File: config.mk
export PLATFORM = sky130hd
export DESIGN_NAME = pwm_buf_channel
export DESIGN_NICKNAME = d
export VERILOG_FILES = /design/src/rtl/pwm_chan_pkg.sv /design/src/rtl/pwm_ctl_slice.sv /design/src/rtl/pwm_shadow_bufs.sv /design/src/rtl/pwm_down_core.sv /design/src/rtl/pwm_buf_channel.sv
export SDC_FILE = /design/constraint.sdc
export NUM_CORES = 1
export LEC_CHECK = 0
export ABC_AREA = 0
export BUFFER_PORTS_ARGS = -buffer_cell sky130_fd_sc_hd__buf_2
export CAP_MARGIN = 20
export CORE_ASPECT_RATIO = 1.75
export CORE_UTILIZATION = 35
export CTS_BUF_LIST = sky130_fd_sc_hd__clkbuf_8 sky130_fd_sc_hd__clkbuf_16
export DETAILED_ROUTE_END_ITERATION = 6
export HOLD_SLACK_MARGIN = 0.15
export PLACE_DENSITY_LB_ADDON = 0.12
export SLEW_MARGIN = 20
export SYNTH_ARGS = -nofsm -noshare
export SYNTH_HDL_FRONTEND = slang
export SYNTH_SLANG_ARGS = --single-unit
File: constraint.sdc
create_clock -name clk_i -period 2.9 [get_ports clk_i]
set_clock_uncertainty 0.15 [all_clocks]
set_input_delay 0.29 -clock clk_i [delete_from_list [all_inputs] [get_ports clk_i]]
set_output_delay 0.29 -clock clk_i [all_outputs]
set_load 0.02 [all_outputs]
File: src/rtl/pwm_chan_pkg.sv
package pwm_chan_pkg;

  typedef struct packed {
    logic start;
    logic upd;
    logic inv;
    logic arl;
  } chan_ctl_t;

  // slot 1 is left empty: channel 0 -> slot 0, channel c -> slot c+1
  function automatic int unsigned ctl_slot(input int unsigned ch);
    return (ch == 0) ? 0 : ch + 1;
  endfunction

endpackage

File: src/rtl/pwm_ctl_slice.sv
module pwm_ctl_slice
  import pwm_chan_pkg::*;
#(
  parameter int unsigned NUM_CH = 5,
  parameter int unsigned CH_IDX = 0,
  localparam int unsigned CTL_W = 4 * (NUM_CH + 1)
) (
  input  logic [CTL_W-1:0] ctl_word_i,
  output chan_ctl_t        ctl_o
);

  localparam int unsigned BASE    = 4 * ctl_slot(CH_IDX);
  localparam bit          IS_LAST = (CH_IDX == NUM_CH - 1);

  logic unused_ctl;
  assign unused_ctl = ^ctl_word_i;

  assign ctl_o.start = ctl_word_i[BASE];
  assign ctl_o.upd   = ctl_word_i[BASE+1];

  generate
    if (IS_LAST) begin : g_last
      assign ctl_o.inv = 1'b0;
      assign ctl_o.arl = ctl_word_i[BASE+2];
    end else begin : g_std
      assign ctl_o.inv = ctl_word_i[BASE+2];
      assign ctl_o.arl = ctl_word_i[BASE+3];
    end
  endgenerate

endmodule

File: src/rtl/pwm_shadow_bufs.sv
module pwm_shadow_bufs #(
  parameter int unsigned CNT_W  = 16,
  parameter int unsigned ADDR_W = 8,
  parameter int unsigned CH_IDX = 0
) (
  input  logic              clk_i,
  input  logic              rst_ni,
  input  logic              wr_en_i,
  input  logic [ADDR_W-1:0] wr_addr_i,
  input  logic [CNT_W-1:0]  wr_data_i,
  output logic [CNT_W-1:0]  cnt_buf_o,
  output logic [CNT_W-1:0]  cmp_buf_o
);

  localparam int unsigned NBUF   = 2;
  localparam int unsigned STRIDE = 12;
  localparam int unsigned BASE   = 12 + STRIDE * CH_IDX;

  logic [CNT_W-1:0] buf_q [NBUF];

  generate
    for (genvar b = 0; b < NBUF; b++) begin : g_buf
      localparam logic [ADDR_W-1:0] MY_ADDR = ADDR_W'(BASE + 4 * b);
      always_ff @(posedge clk_i or negedge rst_ni) begin
        if (!rst_ni) buf_q[b] <= '0;
        else if (wr_en_i && wr_addr_i == MY_ADDR) buf_q[b] <= wr_data_i;
      end

      a_r2_write_only_on_match: assert property (@(posedge clk_i) disable iff (!rst_ni)
        (!wr_en_i || wr_addr_i != MY_ADDR) |=> $stable(buf_q[b]));
    end
  endgenerate

  assign cnt_buf_o = buf_q[0];
  assign cmp_buf_o = buf_q[1];

endmodule

File: src/rtl/pwm_down_core.sv
module pwm_down_core
  import pwm_chan_pkg::*;
#(
  parameter int unsigned CNT_W = 16
) (
  input  logic             clk_i,
  input  logic             rst_ni,
  input  logic             tick_i,
  input  chan_ctl_t        ctl_i,
  input  logic [CNT_W-1:0] cnt_buf_i,
  input  logic [CNT_W-1:0] cmp_buf_i,
  output logic             pwm_o,
  output logic             done_o
);

  logic [CNT_W-1:0] cnt_q, cmp_q;
  logic live_q, done_q;
  logic step, expire, raw_hi;

  assign step   = live_q & ctl_i.start & tick_i & ~ctl_i.upd;
  assign expire = step & (cnt_q == '0);

  always_ff @(posedge clk_i or negedge rst_ni) begin
    if (!rst_ni) begin
      cnt_q  <= '0;
      cmp_q  <= '0;
      live_q <= 1'b0;
      done_q <= 1'b0;
    end else begin
      done_q <= expire;
      if (ctl_i.upd) begin
        cnt_q  <= cnt_buf_i;
        cmp_q  <= cmp_buf_i;
        live_q <= 1'b1;
      end else if (expire) begin
        if (ctl_i.arl) begin
          cnt_q <= cnt_buf_i;
          cmp_q <= cmp_buf_i;
        end else begin
          live_q <= 1'b0;
        end
      end else if (step) begin
        cnt_q <= cnt_q - 1'b1;
      end
    end
  end

  // inclusive compare: all-ones compare keeps the output high all period
  assign raw_hi = live_q & (cnt_q <= cmp_q);
  assign pwm_o  = ctl_i.inv ^ (ctl_i.start & raw_hi);
  assign done_o = done_q;

  a_r5_update_loads: assert property (@(posedge clk_i) disable iff (!rst_ni)
    ctl_i.upd |=> (cnt_q == $past(cnt_buf_i) && cmp_q == $past(cmp_buf_i) && live_q));

  a_r6_hold_without_tick: assert property (@(posedge clk_i) disable iff (!rst_ni)
    (!tick_i && !ctl_i.upd) |=> $stable(cnt_q));

  a_r6_step_down: assert property (@(posedge clk_i) disable iff (!rst_ni)
    (live_q && ctl_i.start && tick_i && !ctl_i.upd && cnt_q != '0) |=> (cnt_q == $past(cnt_q) - 1'b1));

  a_r7_stop_without_reload: assert property (@(posedge clk_i) disable iff (!rst_ni)
    (live_q && ctl_i.start && tick_i && !ctl_i.upd && !ctl_i.arl && cnt_q == '0) |=> !live_q);

  a_r10_hold_when_stopped: assert property (@(posedge clk_i) disable iff (!rst_ni)
    (!ctl_i.start && !ctl_i.upd) |=> $stable(cnt_q));

  a_r11_done_follows_tick: assert property (@(posedge clk_i) disable iff (!rst_ni)
    done_o |-> $past(tick_i && ctl_i.start));

endmodule

File: src/rtl/pwm_buf_channel.sv
module pwm_buf_channel
  import pwm_chan_pkg::*;
#(
  parameter int unsigned NUM_CH = 5,
  parameter int unsigned CH_IDX = 0,
  parameter int unsigned CNT_W  = 16,
  parameter int unsigned ADDR_W = 8,
  localparam int unsigned CTL_W = 4 * (NUM_CH + 1)
) (
  input  logic              clk_i,
  input  logic              rst_ni,
  input  logic              tick_i,
  input  logic [CTL_W-1:0]  ctl_word_i,
  input  logic              wr_en_i,
  input  logic [ADDR_W-1:0] wr_addr_i,
  input  logic [CNT_W-1:0]  wr_data_i,
  output logic              pwm_o,
  output logic              period_done_o
);

  chan_ctl_t        ctl;
  logic [CNT_W-1:0] cnt_buf, cmp_buf;

  pwm_ctl_slice #(.NUM_CH(NUM_CH), .CH_IDX(CH_IDX)) u_ctl (
    .ctl_word_i(ctl_word_i),
    .ctl_o     (ctl)
  );

  pwm_shadow_bufs #(.CNT_W(CNT_W), .ADDR_W(ADDR_W), .CH_IDX(CH_IDX)) u_bufs (
    .clk_i    (clk_i),
    .rst_ni   (rst_ni),
    .wr_en_i  (wr_en_i),
    .wr_addr_i(wr_addr_i),
    .wr_data_i(wr_data_i),
    .cnt_buf_o(cnt_buf),
    .cmp_buf_o(cmp_buf)
  );

  pwm_down_core #(.CNT_W(CNT_W)) u_core (
    .clk_i    (clk_i),
    .rst_ni   (rst_ni),
    .tick_i   (tick_i),
    .ctl_i    (ctl),
    .cnt_buf_i(cnt_buf),
    .cmp_buf_i(cmp_buf),
    .pwm_o    (pwm_o),
    .done_o   (period_done_o)
  );

endmodule

==> metrics.yaml, run 1 <==
clock.fmax_mhz: 347.8
syn_inst: 305
min_from: "ctl_word_i[0]"
dr.pass1.iters: 4
grt_pass1_vias: 2707
start_util_pct: 36.22
gp_routability_congestion: 0.8058
crit-reg2reg-launch: "u_core.cnt_q[9]"
crit_arrival_ns: 2.44
grt_first_pass_wirelength_um: 14120
crit_fanout: 3
ys.warnings.count: 0
synth_edf_count: 0
period_share_pct: 99.14
regToRegEndpoint: "u_core.cnt_q[3]"
die_y_um: 133.4
layout-drive-gt1-share_pct: 37.60
grt_max_degree: 33
r2r_cells: 7
final_common_cell: "dfrtp_1"
start_kind: "flip-flop"
rsz0062_at_grt: "true"
min_period_ns: 2.875
fin_tns_setup_ns: 0
routedWlPerCell_um: 16.60
cts_htree_levels: 3
cts.sinks: 66
rrSetupSlack_ns: 0.27
ir_drop_v: 0.0003176
ys.flop_type: "dfrtp_1"
tightestPinTransition_ns: 0.7958
vias: 2634
ys_ff_latch: 66
clockBufferDepth: 2
clockRootBuffer: "clkbuf_16"
diodes: 0
grt_usage_pct: 18.34
fin_cells: 513
async_flop_share_pct: 100.0
port_buffers: 33
fin_hold_ws_ns: 0.1986
grt.overflow.total: 0
vias_per_cell: 5.135
holdPathStages: 3
hold_end: "u_core.done_o"
insertion_delay_ns: 0.33
dieArea_um2: 10280
report.final.slew_viol_count: 0
powerDensity_nw_per_um2: 588.7
syn_area_um2: 3451
syn_to_final_growth_pct: 31.15
relSlewSlack_pct: 46.63
cts_tree: "done"
syn-num-nets: 375
nNetsFinal: 456
critical_path_class: "flip-flop to output port"
io_pins: 54
maxCapViolCount: 0
finalSetupViolCount: 0
ys_seq_area_share_pct: 47.86
syn_area_per_cell_um2: 11.31
antenna_found_initial: 0
final_area_um2: 4526
yosysUniqueCellTypes: 53
die_w_um: 77.06
endpoint_kind: "output port"
rows: 47
cp_data_required_time_ns: 2.46
cts_made_buffers: 9
leakage_nw: 2.099
final_cell_mix: "58 x dfrtp_1, 36 x mux2_2, 32 x buf_2, 32 x buf_4"
drt_iter0_drc: 122
status: "complete, no violations"
wl_um: 8515
hold_path.class: "input port to flip-flop"
clk_pin_slew_ns: 0.06
dp_hpwl_um: 6015
ant_nets: 0
hold_violations: 0
placedCellCount: 463
coreArea_um2: 9527
drcViolationCount: 0
postPlaceCellArea_um2: 3820
state kept, by name (all words and copies together), names as in the netlist:
name and count:
u_core.done_o 1, u_core.cnt_q 16, u_core.cmp_q 16, u_core.live_q 1, u_bufs.cnt_buf_o 16, u_bufs.cmp_buf_o 16
routing by layer:
layer	global-route usage [%]	share of wire, %	up-vias
met5	0	0	-
met2	31.65	53	36
li1	-	-	1300
met4	8.491	2.5	0
met1	21.55	43	1286
met3	3.904	2.1	12
power by group:
group	switching (W)	internal (W)
registers	0.0000456	0.000987
logic	0.000292	0.000268
clock network	0.000410	0.000661
cell families (layout without fill, tap and decap cells):
family                     count (synthesis)  count (layout)  synth area share [%]
AOI/OAI and AO/OA                         60              60                 12.47
adders and majority gates                 18              18                 6.527
buffers and inverters                     32             118                 3.952
DFF                                       66              66                 47.86
muxes                                     51              51                 16.90
and+or+nand+nor                           78              78                 12.29
final cells by class:
cell class	instances	area, um2
fillers	944	5001
clock buffers	9	225.2
repair buffers	82	580.6
clock inverters	7	70.07
well taps	122	152.6
inverters	20	75.07
multi-input cells	207	1760
flip-flops and latches	66	1662
critical path, stage by stage (launching register included):
cell and delay (ns):
dfrtp_1 0.41, ha_4 0.28, nand4_1 0.17, or4_4 0.52
or3_1 0.32, o311a_1 0.13, nand4_1 0.10, buf_4 0.15
how the worst max path moves through the flow:
| stage | from | end | slack, ns |
|---|---|---|---|
| after floorplan | u_core.cnt_q[13] | pwm_o | 0.42 |
| after global placement | u_core.cnt_q[9] | u_core.cnt_q[4] | 0.19 |
| after detailed placement | u_core.cnt_q[12] | pwm_o | 0.16 |
| after CTS | u_core.cnt_q[11] | pwm_o | 0.001 |
| after global routing | u_core.cnt_q[15] | pwm_o | -0.07 |
| final | u_core.cnt_q[7] | pwm_o | 0.02 |
stage by stage:
stage | util [%] | worst slack, ns | total power, W
floorplan | - | 0.4217 | 0.001341
global route | 47.50 | -0.06919 | 0.002817
global placement | 40.10 | 0.1907 | 0.001502
detailed placement | 40.10 | 0.1613 | 0.001510
CTS | 46.70 | 0.001436 | 0.002675
finish | 47.50 | 0.02480 | 0.002664
what timing repair did:
item,in CTS,in global routing
setup endpoints to repair,1,5
buffers inserted,12,4
pin swaps,3,4
resized for setup,13,8
hold buffers,18,0
hold endpoints to repair,67,0
synthesized netlist by cell type (all sizes together), types with 7 or more instances:
master  instances  area, um2
nand4           9      56.30
nor3            9      45.04
mux2           49      563.0
ha             18      225.2
a21oi          16      83.83
nor2           16      60.06
inv            20      75.07
dfrtp          66       1652
o21ai           8      40.03
nand2          13      48.80
nand3           7      35.03
(Power assumes the default switching activity.)
==> run 2: changes to the inputs <==
RECOVER_POWER = 50   (was not set)
==> run 2 against run 1 <==
  * Worst hold slack is essentially flat
  * Register-to-register slack is essentially flat
  * Fmax is the same
  * First-iteration DRC count is the same
  * Utilization shrank 0.13 points
  * Global-route usage is the same
  * Die area is the same
  * Final area shrank 0.28%
  * Sequential power is essentially flat
  * Highest routed layer unchanged
==> metrics.yaml, run 2 (synthesis gave the netlist of run 1 again) <==
grt.overflow.total: 0
ant_nets: 0
grt_usage_pct: 18.34
final_common_cell: "dfrtp_1"
report.final.slew_viol_count: 0
clk_pin_slew_ns: 0.06
power_frac_seq_pct: 38.8
cts_tree: "done"
routedWlPerCell_um: 16.59
rows: 47
hold_violations: 0
internal_power_w: 0.001915
regToRegEndpoint: "u_core.cnt_q[3]"
p_comb_share_pct: 21.0
tightestPinTransition_ns: 1.108
dieArea_um2: 10280
wl_um: 8511
endpoint_kind: "output port"
crit-reg2reg-launch: "u_core.cnt_q[9]"
cp_top_family: "simple AND/OR/NAND/NOR gates"
antenna_found_initial: 0
ir_drop_v: 0.0003176
cts.sinks: 66
start_util_pct: 36.22
cts_htree_levels: 3
clock.fmax_mhz: 347.8
port_buffers: 33
clockRootBuffer: "clkbuf_16"
period_share_pct: 99.14
vias_per_cell: 5.135
fin_total_pwr_w: 0.002663
r2r_cells: 7
finalSetupViolCount: 0
die_y_um: 133.4
gp_routability_congestion: 0.8058
dp_hpwl_um: 6015
cp_slowest_stage_delay_ns: 0.52
crit_end: "pwm_o"
crit_buf_inv: 1
seq_area_um2: 1662
die_w_um: 77.06
relSlewSlack_pct: 26.16
rsz0062_at_grt: "true"
multi_input_area_um2: 1760
grt_max_degree: 33
coreArea_um2: 9527
cp.depth: 7
clkPwrFrac_pct: 40.2
final_cell_mix: "58 x dfrtp_1, 36 x mux2_2, 30 x buf_2, 29 x buf_4"
p_sw_share_pct: 28.09
layout-drive-gt1-share_pct: 36.57
fin_cells: 513
cts_made_buffers: 9
rrSetupSlack_ns: 0.27
slowest_stage: "or4_4"
status: "complete, no violations"
crit_arrival_ns: 2.44
start_kind: "flip-flop"
dr.pass1.iters: 4
crit_top_cell: "nand4_1"
powerDensity_nw_per_um2: 590.0
insertion_delay_ns: 0.33
drcViolationCount: 0
io_pins: 54
setup.worst_path.start: "u_core.cnt_q[7]"
nNetsFinal: 456
syn_to_final_growth_pct: 30.78
hold_path.class: "input port to flip-flop"
grt_pass1_vias: 2707
min_period_ns: 2.875
fill_cells: 945
power_switching_w: 0.0007480
path_cells: "ha_4, nand4_1, or4_4, or3_1, o311a_1, nand4_1, buf_4"
fin_util_pct: 47.37
grt_first_pass_wirelength_um: 14120
critical_path_class: "flip-flop to output port"
diodes: 0
leakage_nw: 2.084
clockBufferDepth: 2
cp_data_required_time_ns: 2.46
vias: 2634
drt_iter0_drc: 122
placedCellCount: 463
maxCapViolCount: 0
crit_fanout: 3
==> run 2: changes by cell type in the layout (fill, tap and decap cells not counted), sizes merged <==
cell | before | now
buf | 64 | 59
clkbuf | 9 | 14
==> run 2: worst min path at each step <==
| stage | depth (start not counted) | endpoint | start | slack [ns] |
|---|---|---|---|---|
| after floorplan | 0 | u_bufs.cmp_buf_o[0] | rst_ni | -0.16 |
| after global placement | 1 | u_core.cmp_q[10] | rst_ni | 0.07 |
| after detailed placement | 1 | u_core.cmp_q[10] | rst_ni | 0.07 |
| after CTS | 3 | u_core.done_o | ctl_word_i[0] | 0.18 |
| after global routing | 3 | u_core.done_o | ctl_word_i[0] | 0.20 |
| final | 3 | u_core.done_o | ctl_word_i[0] | 0.20 |
==> run 2: worst register-to-register path: stages (launching register included) <==
cell and delay (ns):
dfrtp_2 0.40, buf_4 0.15, or4_1 0.61, nor4_4 0.27, buf_4 0.19, a21o_1 0.36, o21ai_0 0.17, a22o_1 0.20
==> run 2: power groups by stage <==
stage / sequential (W) / clock [W] / combinational, W
2_1_floorplan: 0.00104 / 0 / 0.000300
3_5_place_dp: 0.00106 / 0 / 0.000447
4_1_cts: 0.00103 / 0.00110 / 0.000542
5_1_grt: 0.00104 / 0.00114 / 0.000629
6_report: 0.00103 / 0.00107 / 0.000559
3_3_place_gp: 0.00106 / 0 / 0.000442
==> run 2: layer usage <==
layer | share of wire [%] | GRT usage (%) | vias to the layer above
met5 | 0 | 0 | -
met4 | 2.5 | 8.491 | 0
met3 | 2.1 | 3.904 | 12
met2 | 53 | 31.65 | 36
met1 | 43 | 21.55 | 1286
li1 | - | - | 1300
==> run 2: layout make-up <==
type,count,area share (%)
clock buffer,9,4.990
clock inverter,7,1.553
inverter,20,1.663
multi-input combinational,207,39.01
sequential,66,36.82
tap,122,3.382
timing repair buffer,82,12.59
==> run 2: what timing repair did <==
item	in CTS	in global routing
hold endpoints to repair	67	0
resized for setup	13	8
hold buffers	18	0
pin swaps	3	4
buffers inserted	12	4
gates cloned	0	0
endpoints found under the setup margin	1	5
==> run 2: stage by stage <==
step | hold WS [ns] | setup slack (ns) | TNS, ns | area [um2]
4_1_cts | 0.1832 | 0.001436 | 0 | 4449
5_1_grt | 0.1978 | -0.06919 | -0.06919 | 4513
6_report | 0.1986 | 0.02480 | 0 | 4513
3_3_place_gp | 0.07277 | 0.1907 | 0 | 3820
2_1_floorplan | -0.1556 | 0.4217 | 0 | 3451
3_5_place_dp | 0.07461 | 0.1613 | 0 | 3820
==> run 3: changes to the inputs <==
CELL_PAD_IN_SITES_DETAIL_PLACEMENT = 0   (was not set)
CELL_PAD_IN_SITES_GLOBAL_PLACEMENT = 2   (was not set)
SKIP_LAST_GASP = 1   (was not set)
==> run 3 against run 2 <==
  * Via count rose by 0.76%
  * Sequential cell count did not move
  * Register-to-register slack got worse by 0.03 ns
  * Wire length fell by 1.4%
  * Sequential power barely moved
  * Sequential share of layout area rose by 0.51 points
  * Critical path depth did not move
  * Total power fell by 4.3%
  * Die area did not move
  * Critical path type unchanged
  * Highest routed layer unchanged
==> metrics.yaml, run 3 (synthesis gave the netlist of run 1 again) <==
r2r_cells: 7
leakage_nw: 2.086
insertion_delay_ns: 0.32
holdPathStages: 3
cp.depth: 7
crit_top_cell: "nand4_1"
report.final.slew_viol_count: 0
crit_fanout: 7
critical_path_class: "flip-flop to output port"
fin_util_pct: 46.52
fill_cells: 940
rsz0062_at_grt: "true"
grt_usage_pct: 17.73
crit_arrival_ns: 2.43
cp_data_required_time_ns: 2.46
grt.overflow.total: 0
start_util_pct: 36.22
layout-drive-gt1-share_pct: 34.02
wl_um: 8392
path_cells: "ha_1, nand4_1, or4_4, or3_1, o311a_1, nand4_1, buf_4"
tightestPinTransition_ns: 1.174
io_pins: 54
start_kind: "flip-flop"
status: "complete, no violations"
dp_hpwl_um: 6082
routedWlPerCell_um: 16.45
grt_pass1_vias: 2684
vias_per_cell: 5.204
period_share_pct: 99.09
clock.fmax_mhz: 348.0
die_w_um: 77.06
grt_first_pass_wirelength_um: 13820
drcViolationCount: 0
clockRootBuffer: "clkbuf_16"
crit_buf_inv: 1
cp_top_family: "simple AND/OR/NAND/NOR gates"
ir_drop_v: 0.0003750
fin_tns_setup_ns: 0
final_cell_mix: "64 x dfrtp_1, 36 x mux2_2, 30 x buf_2, 25 x buf_4, 18 x dlygate4sd3_1"
syn_to_final_growth_pct: 28.43
final_common_cell: "dfrtp_1"
maxCapViolCount: 0
routed-wl-met3_um: 233
fin_total_pwr_w: 0.002548
drt_iter0_drc: 82
wl_met2_um: 4332
finalSetupViolCount: 0
setup.worst_path.start: "u_core.cnt_q[4]"
grt_max_degree: 28
hold_path.class: "input port to flip-flop"
cp_slowest_stage_delay_ns: 0.52
dieArea_um2: 10280
port_buffers: 33
nNetsFinal: 453
rows: 47
met1_length_um: 3657
clk_pin_slew_ns: 0.06
min_period_ns: 2.873
cts.sinks: 66
coreArea_um2: 9527
hold_violations: 0
antenna_found_initial: 0
gp_routability_congestion: 0.7452
diodes: 0
endpoint_kind: "output port"
min_from: "tick_i"
dr.pass1.iters: 4
powerDensity_nw_per_um2: 574.9
cts_tree: "done"
crit-reg2reg-launch: "u_core.cnt_q[9]"
relSlewSlack_pct: 21.70
topRoutingLayerUsed: "met4"
slowest_stage: "or4_4"
clockBufferDepth: 2
ant_nets: 0
die_y_um: 133.4
cts_htree_levels: 3
vias: 2654
cts_made_buffers: 9
-- run 3: final cells by class --
class | instances | area, um2 | area share, %
Clock buffer | 10 | 239.0 | 5.392
Clock inverter | 6 | 33.78 | 0.7623
Inverter | 20 | 75.07 | 1.694
Multi-Input combinational cell | 207 | 1718 | 38.76
Sequential cell | 66 | 1654 | 37.32
Tap cell | 122 | 152.6 | 3.444
Timing Repair Buffer | 79 | 559.3 | 12.62
-- run 3: per-stage QoR --
stage               hold WS (ns)  instance area [um2]  setup WS [ns]  std cells
finish                    0.2387                 4432        0.02652        510
global route              0.2538                 4432       -0.08686        510
CTS                       0.2263                 4382       0.006043        507
detailed placement       0.06770                 3832         0.1457        463
global placement         0.05843                 3832         0.1833        463
floorplan                -0.1556                 3451         0.4217        305
-- run 3: worst paths after layout --
path                                        endpoint  slack (ns)
min in group asynchronous       u_bufs.cmp_buf_o[10]        0.43
worst max-delay path                           pwm_o        0.03
worst min-delay path                   u_core.done_o        0.24
worst max register to register       u_core.cmp_q[9]        0.24
max in group asynchronous           u_core.cnt_q[15]        0.99
worst min register to register       u_core.cmp_q[3]        0.33
-- run 3: power breakdown --
part,internal (W),switching (W)
combinational,0.000255,0.000280
sequential,0.000986,0.0000471
clock,0.000593,0.000387
-- run 3: per-layer routing --
layer / global-route usage (%) / vias up
met5: 0 / -
met4: 7.233 / 0
met3: 3.356 / 12
met2: 31.20 / 47
met1: 20.98 / 1302
li1: - / 1293
-- run 3: timing repair --
action	CTS	global route
pin swaps	4	5
hold buffers	18	0
hold endpoints to repair	47	0
gates resized for setup	6	7
endpoints found under the setup margin	1	9
buffers inserted	10	3
-- run 3: tightest hold or removal path, cell delays in order --
cell	delay [ns]
buf_2	0.10
nand3_1	0.18
nor3_1	0.09
